--- config.mk ---
export PLATFORM = sky130hd
export DESIGN_NAME = crit_victim_sel
export DESIGN_NICKNAME = d
export VERILOG_FILES = /design/src/rtl/crit_victim_pkg.sv /design/src/rtl/crit_range_match.sv /design/src/rtl/crit_lc_select.sv /design/src/rtl/crit_lru_touch.sv /design/src/rtl/crit_victim_sel.sv
export SDC_FILE = /design/constraint.sdc
export NUM_CORES = 1
export LEC_CHECK = 0
export BUFFER_PORTS_ARGS = -buffer_cell sky130_fd_sc_hd__buf_2
export CORE_MARGIN = 1.5
export CORE_UTILIZATION = 32
export CTS_CLUSTER_DIAMETER = 100
export DETAILED_ROUTE_END_ITERATION = 12
export SKIP_CTS_REPAIR_TIMING = 1
export SYNTH_ARGS = -nofsm -noshare
export SYNTH_HDL_FRONTEND = slang
export SYNTH_SLANG_ARGS = --single-unit
export TNS_END_PERCENT = 10
--- constraint.sdc ---
create_clock -name clk -period 23.1 [get_ports clk]
set_input_delay 2.31 -clock clk [delete_from_list [all_inputs] [get_ports clk]]
set_output_delay 2.31 -clock clk [all_outputs]
set_load 0.05 [all_outputs]
--- src/rtl/crit_victim_pkg.sv ---
package crit_victim_pkg;

    // Field selector for the window register write port.
    typedef enum logic [1:0] {
        CFG_BASE   = 2'd0,
        CFG_LIMIT  = 2'd1,
        CFG_ENABLE = 2'd2,
        CFG_NONE   = 2'd3
    } cfg_field_e;

endpackage

--- src/rtl/crit_range_match.sv ---
module crit_range_match #(
    parameter int NRANGE = 4,
    parameter int AW     = 32
) (
    input  logic [NRANGE-1:0][AW-1:0] win_base,
    input  logic [NRANGE-1:0][AW-1:0] win_limit,
    input  logic [NRANGE-1:0]         win_en,
    input  logic [AW-1:0]             addr,
    output logic                      in_window
);

    logic [NRANGE-1:0] hit_r;

    for (genvar r = 0; r < NRANGE; r++) begin : g_win
        assign hit_r[r] = win_en[r] && (addr >= win_base[r]) && (addr <= win_limit[r]);
    end

    assign in_window = |hit_r;

endmodule

--- src/rtl/crit_lc_select.sv ---
module crit_lc_select #(
    parameter int WAYS = 4,
    localparam int WIDX = $clog2(WAYS),
    localparam int AGEW = WIDX
) (
    input  logic [WAYS-1:0]           way_valid,
    input  logic [WAYS-1:0]           way_crit,
    input  logic [WAYS-1:0][AGEW-1:0] way_age,
    output logic [WIDX-1:0]           victim
);

    logic            have_inv;
    logic            found;
    logic [WAYS-1:0] pool;
    logic [AGEW-1:0] best_age;

    always_comb begin
        victim   = '0;
        have_inv = 1'b0;
        found    = 1'b0;
        best_age = '0;
        // Lowest invalid way wins outright.
        for (int w = WAYS - 1; w >= 0; w--) begin
            if (!way_valid[w]) begin
                victim   = WIDX'(w);
                have_inv = 1'b1;
            end
        end
        // Candidate pool: the non-critical ways, or every way when that set is empty.
        pool = ~way_crit;
        if (pool == '0) begin
            pool = '1;
        end
        if (!have_inv) begin
            for (int w = 0; w < WAYS; w++) begin
                if (pool[w] && (!found || (way_age[w] > best_age))) begin
                    found    = 1'b1;
                    best_age = way_age[w];
                    victim   = WIDX'(w);
                end
            end
        end
    end

endmodule

--- src/rtl/crit_lru_touch.sv ---
module crit_lru_touch #(
    parameter int WAYS = 4,
    localparam int WIDX = $clog2(WAYS),
    localparam int AGEW = WIDX
) (
    input  logic [WAYS-1:0][AGEW-1:0] age_in,
    input  logic [WIDX-1:0]           target,
    output logic [WAYS-1:0][AGEW-1:0] age_out
);

    logic [AGEW-1:0] old_age;

    assign old_age = age_in[target];

    for (genvar w = 0; w < WAYS; w++) begin : g_way
        always_comb begin
            if (WIDX'(w) == target) begin
                age_out[w] = '0;
            end else if (age_in[w] < old_age) begin
                age_out[w] = age_in[w] + AGEW'(1);
            end else begin
                age_out[w] = age_in[w];
            end
        end
    end

endmodule

--- src/rtl/crit_victim_sel.sv ---
module crit_victim_sel
    import crit_victim_pkg::*;
#(
    parameter int WAYS   = 4,
    parameter int SETS   = 16,
    parameter int NRANGE = 4,
    parameter int AW     = 32,
    localparam int WIDX  = $clog2(WAYS),
    localparam int SIDX  = $clog2(SETS),
    localparam int RIDX  = $clog2(NRANGE),
    localparam int AGEW  = WIDX
) (
    input  logic            clk,
    input  logic            rst,
    input  logic            acc_valid,
    input  logic [SIDX-1:0] acc_set,
    input  logic            acc_hit,
    input  logic [WIDX-1:0] acc_hit_way,
    input  logic [AW-1:0]   acc_addr,
    output logic [WIDX-1:0] victim_way,
    input  logic            cfg_we,
    input  logic [RIDX-1:0] cfg_idx,
    input  logic [1:0]      cfg_field,
    input  logic [AW-1:0]   cfg_wdata
);

    typedef struct packed {
        logic [SETS-1:0][WAYS-1:0]           valid;
        logic [SETS-1:0][WAYS-1:0]           crit;
        logic [SETS-1:0][WAYS-1:0][AGEW-1:0] age;
        logic [NRANGE-1:0][AW-1:0]           base;
        logic [NRANGE-1:0][AW-1:0]           limit;
        logic [NRANGE-1:0]                   en;
    } state_t;

    state_t st_d;
    state_t st_q;
    state_t st_rst;

    logic                      fill_crit_d;
    logic [WIDX-1:0]           target_d;
    logic [WAYS-1:0][AGEW-1:0] aged_d;

    // Views of the state for the bound checker.
    logic [SETS-1:0][WAYS-1:0]           valid_q;
    logic [SETS-1:0][WAYS-1:0]           crit_q;
    logic [SETS-1:0][WAYS-1:0][AGEW-1:0] age_q;
    logic [NRANGE-1:0]                   en_q;

    assign valid_q = st_q.valid;
    assign crit_q  = st_q.crit;
    assign age_q   = st_q.age;
    assign en_q    = st_q.en;

    crit_range_match #(.NRANGE(NRANGE), .AW(AW)) u_match (
        .win_base  (st_q.base),
        .win_limit (st_q.limit),
        .win_en    (st_q.en),
        .addr      (acc_addr),
        .in_window (fill_crit_d)
    );

    crit_lc_select #(.WAYS(WAYS)) u_select (
        .way_valid (st_q.valid[acc_set]),
        .way_crit  (st_q.crit[acc_set]),
        .way_age   (st_q.age[acc_set]),
        .victim    (victim_way)
    );

    assign target_d = acc_hit ? acc_hit_way : victim_way;

    crit_lru_touch #(.WAYS(WAYS)) u_touch (
        .age_in  (st_q.age[acc_set]),
        .target  (target_d),
        .age_out (aged_d)
    );

    // Reset image: everything clear, ages in way order.
    always_comb begin
        st_rst = '0;
        for (int s = 0; s < SETS; s++) begin
            for (int w = 0; w < WAYS; w++) begin
                st_rst.age[s][w] = AGEW'(w);
            end
        end
    end

    // Next-state computation.
    always_comb begin
        st_d = st_q;
        if (acc_valid) begin
            st_d.age[acc_set] = aged_d;
            if (!acc_hit) begin
                st_d.valid[acc_set][target_d] = 1'b1;
                st_d.crit[acc_set][target_d]  = fill_crit_d;
            end
        end
        if (cfg_we) begin
            case (cfg_field_e'(cfg_field))
                CFG_BASE:   st_d.base[cfg_idx]  = cfg_wdata;
                CFG_LIMIT:  st_d.limit[cfg_idx] = cfg_wdata;
                CFG_ENABLE: st_d.en[cfg_idx]    = cfg_wdata[0];
                default:    ;
            endcase
        end
    end

    always_ff @(posedge clk) begin
        if (rst) begin
            st_q <= st_rst;
        end else begin
            st_q <= st_d;
        end
    end

endmodule

==> metrics.md <==
| Metric | Value |
|---|---|
| First-pass GRT wire length | 127000 microns |
| Met3 GRT Util | 3.01% |
| Largest net degree at the start of global routing | 147 |
| CTS tree | built |
| Post-DRT Antenna Nets | 0 |
| Final instance area | 30800 sq um |
| Initial drt markers | 1881 |
| Vias in the first global route | 21700 |
| Met1 Resource Use GR | 24.7% |
| Final-report max-slew violation count | 0 |
| CP Launch Type | primary input |
| Top Usage Layer GRT | met2 |
| Yosys top cell by area | dfxtp_1 |
| Seq cells post-synth | 516 |
| Post-synth EDFFs | 0 |
| Filler Cells Inserted | 8893 |
| Reg area | 10300 sq um |
| # port buffers | 80 |
| Fin crit share | 51.2% |
| GRT Total Usage | 17.9% |
| Syn nets | 3695 |
| DP Area | 28700 sq um |
| Top FF cell, synth | dfxtp_1 |
| Worst path required time | 20.79 ns |
| Post-layout min period | 11.83 ns |
| Peak supply drop | 0.0682 mV |
| Rows | 107 |
| Power Density | 68.9 nW/um^2 |
| Hold Fails Final Rpt | 0 |
| Final WS setup | 11.27 ns |
| Synth cell types | 79 |
| Drc violations | 0 |
| Core area | 85400 sq um |
| Max_cap viols | 0 |
| IO Pins | 81 |
| Nets | 3619 |
| Setup Slack @ Placement | 10.83 ns |
| Static leakage | 10.6 nW |
| Clk buf depth | 3 |
| # H-tree levels | 2 |
| Die height | 297 microns |
| Cell Area, Synth | 27700 sq um |
| TritonRoute pass-1 iters | 6 |
| RSZ-0062 raised after global routing | false |
| Most used cell, CP | nand2_1 |
| Type of the worst setup path | primary input to primary output |
| CP Capture Type | primary output |
| Status | finished, final reports clean |
| WL final | 80000 microns |
| Die area | 88300 sq um |
| Seq/Total Area, Yosys | 37.3% |
| Area Growth Syn to Fin | 11.3% |
| Clock transition at the registers of the reported paths | 0.05 ns |
| CP max-delay cell | buf_4 |
| Synth top area share | 37.3% |
| Setup Viol. Count Final | 0 |
| Initial Util | 32.4% |
| Fmax | 84.6 MHz |
| Ys async rst share | 0% |
| Post-Synthesis Cells | 3350 |
| Final setup TNS | 0 ns |
| Chip width | 297 microns |
| Initial antenna violation count | 9 |
| Kind of cell adding the most delay to the critical path | compound AO/OA/AOI/OAI gates |
| Multi-input gate area | 15300 sq um |
| WL per Instance | 17.9 microns |
| Buf/Inv on CP | 4 |
| Avg Cell Area, Syn | 8.27 sq um |
| Share of layout cells above drive strength 1 | 9.36% |
| Total CTS buffers | 58 |
| Worst-Skew Late Latency | 0.65 ns |
| Vias/cell | 5.16 |
| Detail Placement HPWL | 52200 microns |
| Worst-path maximum fanout | 41 |
| CP arrival | 9.52 ns |
| Worst hold slack | 0.452 ns |
| Gpl congestion | 0.835 |
| Worst Tran Pin Value | 1.21 ns |
| Relative slew margins | 19.3% |
| Clock skew | 0.0456 ns |
| Hold Path Class | register to register |
| Via count | 23100 |
| Clk sinks | 516 |
| Total gr overflow | 0 |
| Yosys warnings | 0 |
| CP max stage delay | 0.69 ns |
| Top cells by area, synth | dfxtp_1, ha_1, a21oi_1 |
| Root buffer cell | clkbuf_16 |
| Grt met2 use | 28.4% |
## synthesized netlist by cell type, drive strengths merged, types with 5 or more instances
master	count
a211o	37
a211oi	43
a21o	72
a21oi	506
a221o	17
a22oi	6
a311oi	66
a31oi	5
and3	5
and4	5
buf	50
clkbuf	194
dfxtp	516
ha	266
inv	264
mux2i	6
mux4	71
nand2	666
nand2b	23
nand3	26
nand4	44
nor2	239
nor2b	27
nor3	20
nor4	5
o211ai	35
o21a	13
o21ai	50
o22ai	6
o31ai	7
or3	6
## layout make-up
class / count / area share [%]
Inverter: 265 / 3.23
Antenna cell: 2 / 0.0162
Tap cell: 1144 / 4.64
Sequential cell: 516 / 33.5
Clock buffer: 82 / 5.52
Multi-Input combinational cell: 2325 / 49.7
Clock inverter: 25 / 1.34
Timing Repair Buffer: 108 / 2.03
## power by group
part / internal, W / switching, W
registers: 0.000901 / 0.00000511
clock network: 0.000614 / 0.000400
logic: 0.0000665 / 0.000139
## metrics by stage
| stage | utilization, % | total power (W) | std cells |
|---|---|---|---|
| 2_1_floorplan | - | 0.00107 | 3350 |
| 3_3_place_gp | 33.6 | 0.00113 | 4358 |
| 3_5_place_dp | 33.6 | 0.00113 | 4358 |
| 4_1_cts | 36.1 | 0.00214 | 4465 |
| 5_1_grt | 36.1 | 0.00220 | 4466 |
| 6_report | 36.1 | 0.00213 | 4467 |
## logic make-up after synthesis
logic type | share of synthesized area (%)
buf+inv | 7.71
flops | 37.3
fa+ha+maj | 12.0
mux | 6.17
xor+xnor | 0.127
simple gates | 16.2
compound gates | 20.5
## path summary, 6_finish.rpt
| path | from | end | slack [ns] | cells past startpoint |
|---|---|---|---|---|
| setup reg to reg | crit_q[61] | age_q[6] | 14.11 | 36 |
| setup / recovery | acc_set[0] | victim_way[0] | 11.27 | 31 |
| hold reg to reg | st_q[148] | st_q[148] | 0.45 | 2 |
| hold / removal | st_q[148] | st_q[148] | 0.45 | 2 |
## state kept, by name, summed over array words and instances (netlist names)
register / count
age_q: 128
crit_q: 64
en_q: 4
st_q: 320
## layout by cell type, fill, tap and decap left out, types with 13 or more instances in the layout
cell type,n
a211o_1,37
a211oi_1,32
a21o_1,72
a21oi_1,503
a221o_1,17
a311oi_1,65
buf_2,77
buf_4,30
clkbuf_16,58
clkbuf_8,16
dfxtp_1,516
ha_1,266
inv_1,262
mux4_1,13
mux4_2,58
nand2_1,666
nand2b_1,22
nand3_1,26
nand4_1,44
nor2_1,233
nor2b_1,26
nor3_1,14
o211ai_1,35
o21ai_0,43
## routing by layer
| metal | vias up | routed length (microns) |
|---|---|---|
| met5 | - | 73 |
| met4 | 12 | 2140 |
| met3 | 122 | 4660 |
| met2 | 550 | 35800 |
| met1 | 10900 | 37300 |
| li1 | 11500 | - |
## worst register-to-register path, delay by kind of cell (launching register included)
| family | cells | cell delay [ns] |
|---|---|---|
| AO/OA/AOI/OAI | 14 | 3.96 |
| adder cells (fa/ha/maj) | 4 | 1.40 |
| buffers and inverters | 3 | 0.62 |
| flip-flops | 1 | 0.31 |
| multiplexers | 2 | 0.85 |
| AND/OR/NAND/NOR | 13 | 1.79 |
Note: power is estimated with default switching activity, not from simulation.
